## src/rtl/rtc_pkg.sv

```systemverilog
package rtc_pkg;

   typedef logic [7:0] bcd8_t;

   localparam int NFLD = 7;

   // two-digit packed BCD increment, no wrap check
   function automatic bcd8_t bcd_inc(bcd8_t v);
      bcd8_t r;
      if (v[3:0] >= 4'd9) r = {v[7:4] + 4'd1, 4'd0};
      else                r = {v[7:4], v[3:0] + 4'd1};
      return r;
   endfunction

   // year 00..99 divisible by four, decided on the BCD digits
   function automatic logic bcd_leap(bcd8_t yr);
      logic [3:0] u;
      u = yr[3:0];
      if (yr[4]) return (u == 4'd2) || (u == 4'd6);
      else       return (u == 4'd0) || (u == 4'd4) || (u == 4'd8);
   endfunction

   // last day of a month, BCD
   function automatic bcd8_t month_last(bcd8_t mon, bcd8_t yr);
      bcd8_t r;
      case (mon)
         8'h02:                      r = bcd_leap(yr) ? 8'h29 : 8'h28;
         8'h04, 8'h06, 8'h09, 8'h11: r = 8'h30;
         default:                    r = 8'h31;
      endcase
      return r;
   endfunction

endpackage

```

## src/rtl/rtc_prescaler.sv

```systemverilog
module rtc_prescaler #(
   parameter int TICK_HZ = 32768,
   parameter int STEP_HZ = 100
) (
   input  logic clk_i,
   input  logic rst_ni,
   input  logic tick_i,
   input  logic clear_i,
   output logic step_o
);
   localparam int ACC_W   = $clog2(TICK_HZ) + 1;
   localparam int MIN_GAP = TICK_HZ / STEP_HZ;
   localparam int GAP_W   = $clog2(MIN_GAP + 2) + 1;
   localparam logic [ACC_W-1:0] STEP_V = ACC_W'(STEP_HZ);
   localparam logic [ACC_W-1:0] LIM_V  = ACC_W'(TICK_HZ);

   initial begin
      assert (STEP_HZ > 0 && STEP_HZ < TICK_HZ)
         else $error("rtc_prescaler: STEP_HZ must lie in 1..TICK_HZ-1");
   end

   logic [ACC_W-1:0] acc_q, sum;
   logic             ovf, step_q;

   assign sum = acc_q + STEP_V;
   assign ovf = (sum >= LIM_V);

   always_ff @(posedge clk_i) begin
      if (!rst_ni || clear_i) begin
         acc_q  <= '0;
         step_q <= 1'b0;
      end else if (tick_i) begin
         acc_q  <= ovf ? sum - LIM_V : sum;
         step_q <= ovf;
      end else begin
         step_q <= 1'b0;
      end
   end

   assign step_o = step_q;

   // tick count since the last step, kept for the rate checks only
   logic [GAP_W-1:0] gap_q;
   always_ff @(posedge clk_i) begin
      if (!rst_ni || clear_i) gap_q <= '0;
      else if (tick_i)        gap_q <= ovf ? '0 : gap_q + 1'b1;
   end


   step_gap_chk: assert property (@(posedge clk_i) disable iff (!rst_ni)
      (tick_i && !clear_i && ovf) |-> (gap_q >= GAP_W'(MIN_GAP - 1) && gap_q <= GAP_W'(MIN_GAP)));

   no_early_step_chk: assert property (@(posedge clk_i) disable iff (!rst_ni)
      (tick_i && !clear_i && !ovf) |-> (gap_q < GAP_W'(MIN_GAP)));

   clear_quiet_chk: assert property (@(posedge clk_i) disable iff (!rst_ni)
      clear_i |=> !step_o);

endmodule

```

## src/rtl/rtc_bcd_field.sv

```systemverilog
module rtc_bcd_field
   import rtc_pkg::*;
#(
   parameter bcd8_t RST_VAL   = 8'h00,
   parameter bcd8_t FLOOR_VAL = 8'h00
) (
   input  logic  clk_i,
   input  logic  rst_ni,
   input  logic  adv_i,
   input  logic  ld_i,
   input  bcd8_t ld_val_i,
   input  bcd8_t ceil_i,
   output bcd8_t val_o,
   output logic  wrap_o
);
   bcd8_t val_q;

   assign wrap_o = adv_i && (val_q == ceil_i);

   always_ff @(posedge clk_i) begin
      if (!rst_ni)    val_q <= RST_VAL;
      else if (ld_i)  val_q <= ld_val_i;
      else if (adv_i) val_q <= wrap_o ? FLOOR_VAL : bcd_inc(val_q);
   end

   assign val_o = val_q;


   field_wrap_chk: assert property (@(posedge clk_i) disable iff (!rst_ni)
      (wrap_o && !ld_i) |=> (val_o == FLOOR_VAL));

   field_load_chk: assert property (@(posedge clk_i) disable iff (!rst_ni)
      ld_i |=> (val_o == $past(ld_val_i)));

endmodule

```

## src/rtl/bcd_rtc_core.sv

```systemverilog
module bcd_rtc_core
   import rtc_pkg::*;
#(
   parameter int TICK_HZ = 32768,
   parameter int STEP_HZ = 100
) (
   input  logic       clk_i,
   input  logic       rst_ni,
   input  logic       tick_i,
   input  logic       wr_en_i,
   input  logic [2:0] wr_addr_i,
   input  logic [7:0] wr_data_i,
   output logic [7:0] hund_o,
   output logic [7:0] sec_o,
   output logic [7:0] min_o,
   output logic [7:0] hour_o,
   output logic [7:0] wday_o,
   output logic [7:0] mday_o,
   output logic [7:0] month_o,
   output logic [7:0] year_o
);
   // field order in the carry chain: hund, sec, min, hour, mday, month, year
   localparam logic [NFLD-1:0][7:0] F_RST   = {8'h00, 8'h01, 8'h01, 8'h00, 8'h00, 8'h00, 8'h00};
   localparam logic [NFLD-1:0][7:0] F_FLOOR = {8'h00, 8'h01, 8'h01, 8'h00, 8'h00, 8'h00, 8'h00};
   localparam logic [NFLD-1:0][7:0] F_CEIL  = {8'h99, 8'h12, 8'h31, 8'h23, 8'h59, 8'h59, 8'h99};
   localparam logic [NFLD-1:0][7:0] F_MASK  = {8'hFF, 8'h1F, 8'h3F, 8'h3F, 8'h7F, 8'h7F, 8'hFF};
   localparam logic [NFLD-1:0][2:0] F_ADDR  = {3'd7, 3'd6, 3'd5, 3'd3, 3'd2, 3'd1, 3'd0};
   localparam int I_HOUR = 3;
   localparam int I_MDAY = 4;
   localparam int I_YEAR = 6;
   localparam logic [2:0] A_SEC  = 3'd1;
   localparam logic [2:0] A_HOUR = 3'd3;
   localparam logic [2:0] A_WDAY = 3'd4;

   logic       halt_q;
   logic [1:0] cent_q;
   logic [2:0] wday_q;
   logic       step, adv_base;

   bcd8_t           fld  [NFLD];
   logic [NFLD-1:0] adv, wrap;
   bcd8_t           mday_ceil;

   rtc_prescaler #(.TICK_HZ(TICK_HZ), .STEP_HZ(STEP_HZ)) presc_i (
      .clk_i   (clk_i),
      .rst_ni  (rst_ni),
      .tick_i  (tick_i),
      .clear_i (wr_en_i || halt_q),
      .step_o  (step)
   );

   assign adv_base  = step && !wr_en_i && !halt_q;
   assign mday_ceil = month_last(fld[I_YEAR-1], fld[I_YEAR]);

   for (genvar gi = 0; gi < NFLD; gi++) begin : g_fld
      if (gi == 0) begin : g_head
         assign adv[gi] = adv_base;
      end else begin : g_link
         assign adv[gi] = wrap[gi-1];
      end

      rtc_bcd_field #(.RST_VAL(F_RST[gi]), .FLOOR_VAL(F_FLOOR[gi])) fld_i (
         .clk_i    (clk_i),
         .rst_ni   (rst_ni),
         .adv_i    (adv[gi]),
         .ld_i     (wr_en_i && (wr_addr_i == F_ADDR[gi])),
         .ld_val_i (wr_data_i & F_MASK[gi]),
         .ceil_i   ((gi == I_MDAY) ? mday_ceil : F_CEIL[gi]),
         .val_o    (fld[gi]),
         .wrap_o   (wrap[gi])
      );
   end

   always_ff @(posedge clk_i) begin
      if (!rst_ni) begin
         halt_q <= 1'b0;
         cent_q <= 2'd0;
         wday_q <= 3'd1;
      end else begin
         if (wr_en_i && wr_addr_i == A_SEC)  halt_q <= wr_data_i[7];
         if (wr_en_i && wr_addr_i == A_HOUR) cent_q <= wr_data_i[7:6];
         else if (wrap[I_YEAR])              cent_q <= cent_q + 2'd1;
         if (wr_en_i && wr_addr_i == A_WDAY) wday_q <= wr_data_i[2:0];
         else if (wrap[I_HOUR])              wday_q <= (wday_q >= 3'd7) ? 3'd1 : wday_q + 3'd1;
      end
   end

   assign hund_o  = fld[0];
   assign sec_o   = {halt_q, fld[1][6:0]};
   assign min_o   = {1'b0, fld[2][6:0]};
   assign hour_o  = {cent_q, fld[I_HOUR][5:0]};
   assign wday_o  = {5'd0, wday_q};
   assign mday_o  = fld[I_MDAY];
   assign month_o = fld[I_YEAR-1];
   assign year_o  = fld[I_YEAR];


   century_step_chk: assert property (@(posedge clk_i) disable iff (!rst_ni)
      wrap[I_YEAR] |=> (hour_o[7:6] == $past(hour_o[7:6]) + 2'd1));

   wday_step_chk: assert property (@(posedge clk_i) disable iff (!rst_ni)
      wrap[I_HOUR] |=> (wday_o != $past(wday_o)));

   halt_freeze_chk: assert property (@(posedge clk_i) disable iff (!rst_ni)
      (sec_o[7] && !wr_en_i) |=> ($stable(hund_o) && $stable(sec_o) && $stable(mday_o)));

   hour_keeps_century_chk: assert property (@(posedge clk_i) disable iff (!rst_ni)
      (wrap[I_HOUR] && !wrap[I_YEAR]) |=> (hour_o == {$past(hour_o[7:6]), 6'h00}));

endmodule

```

## config.mk

```make
export PLATFORM = sky130hd
export DESIGN_NAME = bcd_rtc_core
export DESIGN_NICKNAME = d
export VERILOG_FILES = /design/src/rtl/rtc_pkg.sv /design/src/rtl/rtc_prescaler.sv /design/src/rtl/rtc_bcd_field.sv /design/src/rtl/bcd_rtc_core.sv
export SDC_FILE = /design/constraint.sdc
export NUM_CORES = 1
export LEC_CHECK = 0
export ABC_AREA = 1
export ABC_CLOCK_PERIOD_IN_PS = 4400
export BUFFER_PORTS_ARGS = -buffer_cell sky130_fd_sc_hd__buf_4
export CAP_MARGIN = 40
export CORE_MARGIN = 5
export CORE_UTILIZATION = 51
export DETAILED_ROUTE_END_ITERATION = 10
export GPL_TIMING_DRIVEN = 1
export MAX_ROUTING_LAYER = met4
export PLACE_DENSITY = 0.85
export SYNTH_ARGS = -nofsm -noshare
export SYNTH_HDL_FRONTEND = slang
export SYNTH_HIERARCHICAL = 1
export SYNTH_SLANG_ARGS = --single-unit
```

## constraint.sdc

```tcl
create_clock -name clk_i -period 4.4 [get_ports clk_i]
set_clock_uncertainty 0.2 [all_clocks]
set_input_delay 0.22 -clock clk_i [delete_from_list [all_inputs] [get_ports clk_i]]
set_output_delay 0.22 -clock clk_i [all_outputs]
set_load 0.03 [all_outputs]
```

* Word level (Yosys, flattened, before mapping)
Index checks and enable logic that the tools add are counted.
** Storage, ports and cells
- Flip-flop bits (word level) :: 79
- Output and inout port bits :: 64
** Operators by class
- Add/subtract/negate cells :: 18
- $lt $le $gt $ge :: 9
- Eq/ne operators :: 23
- Multiplexer cells :: 38
- Bitwise logic cells :: 2
- Reductions and logical operators :: 67
** Operators by type and width (count)
- $mux W8 :: 18
- $add A4 B1 Y4 const B :: 14
- $ge A4 B4 Y1 const B :: 7
- $mux W7 :: 4
- $reduce_bool A2 Y1 :: 14
- $mux W6 :: 4
- $reduce_and A2 Y1 :: 12
- $reduce_bool A3 Y1 :: 7
- $logic_and A1 B1 Y1 :: 17
- $add A16 B7 Y16 const B :: 1
- $eq A8 B3 Y1 const B :: 2
- $eq A8 B5 Y1 const B :: 2
- $eq A8 B7 Y1 const B :: 2
- $eq A8 B8 Y1 const B :: 2
- $ge A16 B16 Y1 const B :: 1
- $mux W16 :: 1
- $sub A16 B16 Y16 const B :: 1
- $eq A3 B3 Y1 const B :: 4
- $reduce_or A2 Y1 :: 6
- $mux W5 :: 2
- $pmux W5 S2 :: 1
- $mux W3 :: 3
- $eq A4 B3 Y1 const B :: 2
- $eq A8 B2 Y1 const B :: 1
- other kinds (18) :: 29

* Longest topological paths before layout
- Depth in word-level cells :: 14
- Gate-level depth with buffers :: 42
- Mapped depth without buffers :: 42

* Hierarchy
The synthesis kept the hierarchy.
** By module, submodules not included
- rtc_bcd_field (g_fld[0].fld_i ...) :: times used 5, cells each 119, area an instance 725.7 µm², sequential area each 160.2 µm²
- rtc_bcd_field (g_fld[4].fld_i ...) :: times used 2, cells each 118, area an instance 735.7 µm², sequential area each 160.2 µm²
- rtc_prescaler :: times used 1, cells each 101, area an instance 739.5 µm², sequential area each 300.3 µm²
- bcd_rtc_core :: times used 1, cells each 107, area an instance 651.9 µm², sequential area each 120.1 µm²

* Worst setup path before layout
Ideal clock, no wire load.
- Kind :: flip-flop to flip-flop
- Start point :: reg g_fld[0].fld_i.val_q[0]
- End point :: reg cent_q[1]
- Setup time :: 0.066 ns
- Arrival :: 4.780 ns
- Data required time :: 4.134 ns
- Setup slack :: -0.646 ns
- Stages on the path, launching flop included :: 41
- Path buffers :: 0
- Cells stage by stage :: dfxtp_1 -> inv_2 -> nand2_1 -> nand3_2 -> nor2_4 -> nand3_4 -> inv_1 -> a21boi_1 -> nand2_1 -> nor2_2 -> nand3_4 -> inv_1 -> a21boi_1 -> nand2_1 -> nor2_2 -> nand3_4 -> inv_1 -> a21boi_1 -> (+5 left out) -> nand2_1 -> nor2_2 -> nand3_4 -> inv_1 -> a21boi_1 -> nand2_1 -> nor2_2 -> nand3_4 -> inv_1 -> a21boi_1 -> nand2_1 -> nor2_2 -> nand3_4 -> inv_1 -> nand2_1 -> nand3b_2 -> nand2_2 -> a21oi_2
** Between the ends
- Longest elaborated chain between the ends :: 9
** Ends and longest elaborated chain
- start: declaration :: RTL line rtc_bcd_field.sv:16 : bcd8_t val_q;
- start signal: assignment :: RTL line rtc_bcd_field.sv:22 : else if (ld_i) val_q <= ld_val_i;
- start signal: assignment :: RTL line rtc_bcd_field.sv:23 : else if (adv_i) val_q <= wrap_o ? FLOOR_VAL : bcd_inc(val_q);
- $eq A8 B8 Y1 :: RTL line rtc_bcd_field.sv:18 : assign wrap_o = adv_i && (val_q == ceil_i);
- $logic_and A1 B1 Y1 :: RTL line rtc_bcd_field.sv:18
- named net adv[1] :: RTL line bcd_rtc_core.sv:41 : logic [NFLD-1:0] adv, wrap;
- $logic_and A1 B1 Y1 :: RTL line rtc_bcd_field.sv:18
- named net adv[2] :: RTL line bcd_rtc_core.sv:41
- $logic_and A1 B1 Y1 :: RTL line rtc_bcd_field.sv:18
- named net adv[3] :: RTL line bcd_rtc_core.sv:41
- $logic_and A1 B1 Y1 :: RTL line rtc_bcd_field.sv:18
- named net adv[4] :: RTL line bcd_rtc_core.sv:41
- $logic_and A1 B1 Y1 :: RTL line rtc_bcd_field.sv:18
- named net adv[5] :: RTL line bcd_rtc_core.sv:41
- $logic_and A1 B1 Y1 :: RTL line rtc_bcd_field.sv:18
- named net adv[6] :: RTL line bcd_rtc_core.sv:41
- $logic_and A1 B1 Y1 :: RTL line rtc_bcd_field.sv:18
- named net wrap[6] :: RTL line bcd_rtc_core.sv:41
- $reduce_bool A2 Y1 (no line)
- end signal: assignment :: RTL line bcd_rtc_core.sv:81 : if (wr_en_i && wr_addr_i == A_HOUR) cent_q <= wr_data_i[7:6];
- end signal: assignment :: RTL line bcd_rtc_core.sv:82 : else if (wrap[I_YEAR]) cent_q <= cent_q + 2'd1;
- end: declaration :: RTL line bcd_rtc_core.sv:36 : logic [1:0] cent_q;
The timed path passes the listed nets, and every way through them passes these cells.
A chain may end at the register's enable or synchronous reset.

* Worst setup path after layout
- Start point :: reg presc_i.step_q (netlist: presc_i/step_o)
- End point :: reg cent_q[1]
** Between the ends
- Longest elaborated chain between the ends :: 10
** Ends and longest elaborated chain
- start: declaration :: RTL line rtc_prescaler.sv:23 : logic ovf, step_q;
- start signal: assignment :: RTL line rtc_prescaler.sv:34 : step_q <= ovf;
- $logic_and A1 B1 Y1 (2 in series) :: RTL line bcd_rtc_core.sv:52 : assign adv_base = step && !wr_en_i && !halt_q;
- named net adv[0] :: RTL line bcd_rtc_core.sv:41
- $logic_and A1 B1 Y1 :: RTL line rtc_bcd_field.sv:18
- named net adv[1] :: RTL line bcd_rtc_core.sv:41
- $logic_and A1 B1 Y1 :: RTL line rtc_bcd_field.sv:18
- named net adv[2] :: RTL line bcd_rtc_core.sv:41
- $logic_and A1 B1 Y1 :: RTL line rtc_bcd_field.sv:18
- named net adv[3] :: RTL line bcd_rtc_core.sv:41
- $logic_and A1 B1 Y1 :: RTL line rtc_bcd_field.sv:18
- named net adv[4] :: RTL line bcd_rtc_core.sv:41
- $logic_and A1 B1 Y1 :: RTL line rtc_bcd_field.sv:18
- named net adv[5] :: RTL line bcd_rtc_core.sv:41
- $logic_and A1 B1 Y1 :: RTL line rtc_bcd_field.sv:18
- named net adv[6] :: RTL line bcd_rtc_core.sv:41
- $logic_and A1 B1 Y1 :: RTL line rtc_bcd_field.sv:18
- named net wrap[6] :: RTL line bcd_rtc_core.sv:41
- $reduce_bool A2 Y1 (no line)
The timed path passes the listed nets, and every way through them passes these cells.

==> summary by stage <==
Critical path
In this run the critical register-to-register path is launched from presc_i/step_o. The path depth of the worst reg2reg path is 41. The worst register-to-register path has a setup slack of -160 ps. At the worst endpoint, the arrival time is around 4700 ps. The critical-path maximum fanout is 8. Among all stages on the critical path, the largest delay is contributed by sky130_fd_sc_hd__dfxtp_1. The worst setup path is captured at a flop. The worst register-to-register path ends at cent_q[1]. The critical path is of the flop to flop type. The critical path's largest stage delay is 310 ps.

The data required time of the critical path is 4480 ps. STA classifies the critical path startpoint as a flop.

Synth
The most common cell in the synthesized netlist is sky130_fd_sc_hd__nand2_1. By count the netlist is led by 292 x sky130_fd_sc_hd__nand2_1, 160 x sky130_fd_sc_hd__nor2_1, 129 x sky130_fd_sc_hd__inv_1. In the synthesized netlist the dominant register cell turns out to be sky130_fd_sc_hd__dfxtp_1. After Yosys synthesis, and, or, nand and nor cells account for 42.44% of the synthesized area.

The synthesized netlist contains 39 unique library cells. Ranked by total cell area, the synthesized netlist is headed by sky130_fd_sc_hd__dfxtp_1 24%, sky130_fd_sc_hd__nand2_1 17%, sky130_fd_sc_hd__nor2_1 9.3%. Of all flip-flops after synthesis, the portion carrying an async set or reset was 0%. The synthesized flop and latch total is between 70 and 80. The average size of a mapped cell is between 6 and 7 um^2.

After synthesis, flip-flops and latches occupy 23.75% of the total area. The combined area of all synthesized cells is 6491 um^2. The number of flops mapped to enable cells by yosys is 0. The count of yosys warnings during synthesis is 6. Summed over its instances, the top area cell type makes up between 20% and 30% of the synthesized netlist area.

The biggest area contributor in the post-synthesis netlist is sky130_fd_sc_hd__dfxtp_1. The synthesized netlist devotes 10.64% of its cell area to compound gates. The largest family of logic cells by synthesized area is simple AND/OR/NAND/NOR gates. The number of instances in the synthesized netlist is 1039. The XOR/XNOR share of the synthesized area is 5.397%.

The portion of netlist area occupied by mux cells is 0%. The adder-cell share of the synthesized area is 6.168%.

Power and ir drop
Combinational cells account for 15.5% of the total power. The clock network fraction of total power is 44.1%. The peak supply drop is 0.0001989 V. Net switching is 28.35% of the power.

Summed over all nets, the switching power comes to 512.1 uW. The standby leakage power is approximately 4.6 nW. The total power per unit cell area is 218.0 nW/um^2. The internal portion of the total power is ~1.3 mW. The sequential group share of total power is 40.5%.

Clocking
CTS built an H-tree with a depth of 3. The clock input transition at the sequential cells of the worst setup and hold paths is 60 ps. The TritonCTS buffer count is 9. The clock root buffer master is sky130_fd_sc_hd__clkbuf_16. The clock tree from TritonCTS is yes. Clock latency on the worst-skew pair, taken at its later pin, is approximately 350 ps. The number of clock sinks seen by CTS is 77. The clock passes through at most 2 buffers.

Floorplan
The I/O pin count is 79. After floorplanning, the core was divided into around 40 placement rows. The total area inside the core boundary comes to 12570 um^2. The die covers between 15000 and 20000 um^2.

The initial standard-cell utilization of the core is between 50 and 60%. In this run the vertical extent of the chip is 122.8 um. In this run the horizontal extent of the chip is 122.8 um.

Place
In this run the cell area measured after placement is approximately 8000 um^2. The congestion estimate from routability-driven global placement came to 0.8836. The worst setup timing slack at the placement stage is -454.7 ps. The count of input and output buffers is about 70. Detailed placement finished with a half-perimeter wire length of 11930 um. Counting tap cells, the placed design contains a total of 1401 instances.

Routing
After detailed routing, the number of remaining DRC violations is 0. The DRC violation total after the first TritonRoute iteration is 645. The routed layout has 6782 vias. Dividing the detail-routed via count by the number of cells gives 4.729. The routed wire length is 16620 um. Dividing the detail-routed wire length by the instance count gives ~12 um. The first detailed-routing pass took 5 iterations.

The post-detailed-route count of antenna-violating nets is 0.

STA
The normalized max-slew margin is between 40% and 50%. The share of the clock period used by the worst path is 103.7%. The final-report hold violation count came to 0. The time the final worst path needs with I/O delays and setup is 4563 ps. Setup violations remaining at the end of the flow were counted as 10. The final hold slack is approximately 24 ps. Timing would allow up to 219.2 MHz. Setup repair after global routing could not meet its margin everywhere. Once routing completed, OpenROAD measured the worst setup slack at -162.7 ps. The number of max-slew violations in the final report was 0.

The transition at the pin with the smallest max-transition slack is 768.4 ps.

Worst hold path
The worst min-delay path class is primary input to flop. The worst-case hold path end point is cent_q[0]. The launch point of the worst hold path is wr_data_i[6]. The cell depth of the worst min-delay path is 3.

Finish
Relative to the synthesized area, the layout overhead comes to 27.64%. The multi-input combinational cells in the finished layout cover a total of 4667 um^2. The diode insertion count for antenna repair is 0. The number of fill cells is between 1000 and 1500.

In the final design database the tool counted around 1300 nets. The sequential cells in the finished layout cover a total of 1554 um^2. The post-route netlist has 21.00% of its cells at a drive strength greater than 1. The final core utilization is 65.92%. The finished layout holds approximately 1400 standard cells, fillers aside. The total non-filler cell area in the finished layout is ~8300 um^2.

Global route
The number of global-route vias before repair is 6100. Summed over all layers, the global routing overflow is 0. The number of antenna violations at the first check in global routing is 0. The first global-routing pass estimated between 20000 and 30000 um of wire. Global routing used 23.67% of the available tracks. The pin count of the biggest net entering global routing is 43.

Status
The final reports fail on setup timing. The flow ran to the end, but the final reports show violations.

Flow run
The number of maximum-capacitance constraint violations is 0.
repair_timing:
action	in CTS	in global routing
setup buffers	13	2
endpoints found under the hold margin	3	0
pin swaps	21	4
hold buffers	2	0
endpoints found under the setup margin	10	18
resized for setup	4	4
layer usage:
metal	wire [um]	vias to the layer above	part of all wire (%)	track usage (%)
li1	-	3548	-	-
met1	7123	3001	43	28.61
met2	8057	202	48	38.47
met3	1162	31	7.0	6.636
met4	280	0	1.7	7.068
met5	0	-	0	-
worst max-delay path: cells and delay by family (launching register included):
family | cells | cell delay, ps
simple gates | 26 | 2390
buf+inv | 7 | 500
compound gates | 8 | 1100
flops | 1 | 310
cells by family after synthesis:
family	Yosys count
adders and majority gates	32
buffers and inverters	186
xor gates and xnor gates	40
AOI/OAI and AO/OA	110
and+or+nand+nor	592
other	2
DFF	77
area by class of cell:
| cell class | count | area share [%] |
|---|---|---|
| multi-input cells | 882 | 56.33 |
| flip-flops and latches | 77 | 18.76 |
| inverters | 170 | 7.777 |
| repair buffers | 117 | 10.66 |
| clock inverters | 4 | 0.6494 |
| clock buffers | 12 | 3.232 |
| well taps | 172 | 2.597 |
power groups by stage:
| stage | sequential (mW) | clock [mW] | combinational [mW] |
|---|---|---|---|
| 2_1_floorplan | 0.764 | 0 | 0.175 |
| 3_3_place_gp | 0.745 | 0 | 0.266 |
| 3_5_place_dp | 0.745 | 0 | 0.270 |
| 4_1_cts | 0.730 | 0.816 | 0.275 |
| 5_1_grt | 0.732 | 0.854 | 0.312 |
| 6_report | 0.731 | 0.796 | 0.279 |
flip-flops by register name, indices dropped and copies added (netlist names):
signal             flops
g_fld.fld_i/val_o     56
presc_i/acc_q         14
wday_q                 3
cent_q                 2
halt_q                 1
presc_i/step_o         1
layout by cell type (no fill, tap or decap), types with 2 or more instances in the layout:
master                          instances
sky130_fd_sc_hd__a21boi_2               7
sky130_fd_sc_hd__a21oi_1               37
sky130_fd_sc_hd__a22oi_1               27
sky130_fd_sc_hd__a31oi_1                2
sky130_fd_sc_hd__buf_4                115
sky130_fd_sc_hd__clkbuf_16             10
sky130_fd_sc_hd__clkinv_1              10
sky130_fd_sc_hd__clkinvlp_4             2
sky130_fd_sc_hd__conb_1               108
sky130_fd_sc_hd__dfxtp_1               71
sky130_fd_sc_hd__dfxtp_2                4
sky130_fd_sc_hd__dfxtp_4                2
sky130_fd_sc_hd__dlygate4sd3_1          2
sky130_fd_sc_hd__ha_1                  32
sky130_fd_sc_hd__inv_1                121
sky130_fd_sc_hd__inv_2                 36
sky130_fd_sc_hd__inv_4                  2
sky130_fd_sc_hd__nand2_1              290
sky130_fd_sc_hd__nand2_2               17
sky130_fd_sc_hd__nand2_4               10
sky130_fd_sc_hd__nand3_1               45
sky130_fd_sc_hd__nand3_2               13
sky130_fd_sc_hd__nand3_4               10
sky130_fd_sc_hd__nand3b_1               2
sky130_fd_sc_hd__nand4_1               16
sky130_fd_sc_hd__nor2_1               158
sky130_fd_sc_hd__nor2_2                14
sky130_fd_sc_hd__nor2_4                 8
sky130_fd_sc_hd__nor3_1                 6
sky130_fd_sc_hd__o21ai_0               21
sky130_fd_sc_hd__o21ai_1                3
sky130_fd_sc_hd__o21ai_2                6
sky130_fd_sc_hd__o21bai_1               3
sky130_fd_sc_hd__xnor2_1               10
sky130_fd_sc_hd__xor2_1                29
worst max path at each step:
stage                   startpoint                 endpoint  slack, ps
CTS                 presc_i/step_o                cent_q[1]       -150
detailed placement         wr_en_i                cent_q[1]       -450
finish              presc_i/step_o                cent_q[1]       -160
global placement           wr_en_i  g_fld[6].fld_i/val_o[7]       -180
global route        presc_i/step_o  g_fld[6].fld_i/val_o[7]       -730
floorplan           presc_i/step_o                cent_q[1]       -330
metrics by stage:
stage	power [mW]	TNS (ps)
floorplan	0.9395	-2768
global placement	1.011	-1475
detailed placement	1.016	-4179
CTS	1.821	-1195
global route	1.899	-8018
finish	1.806	-1209
Note: power is estimated with default switching activity, not from simulation.
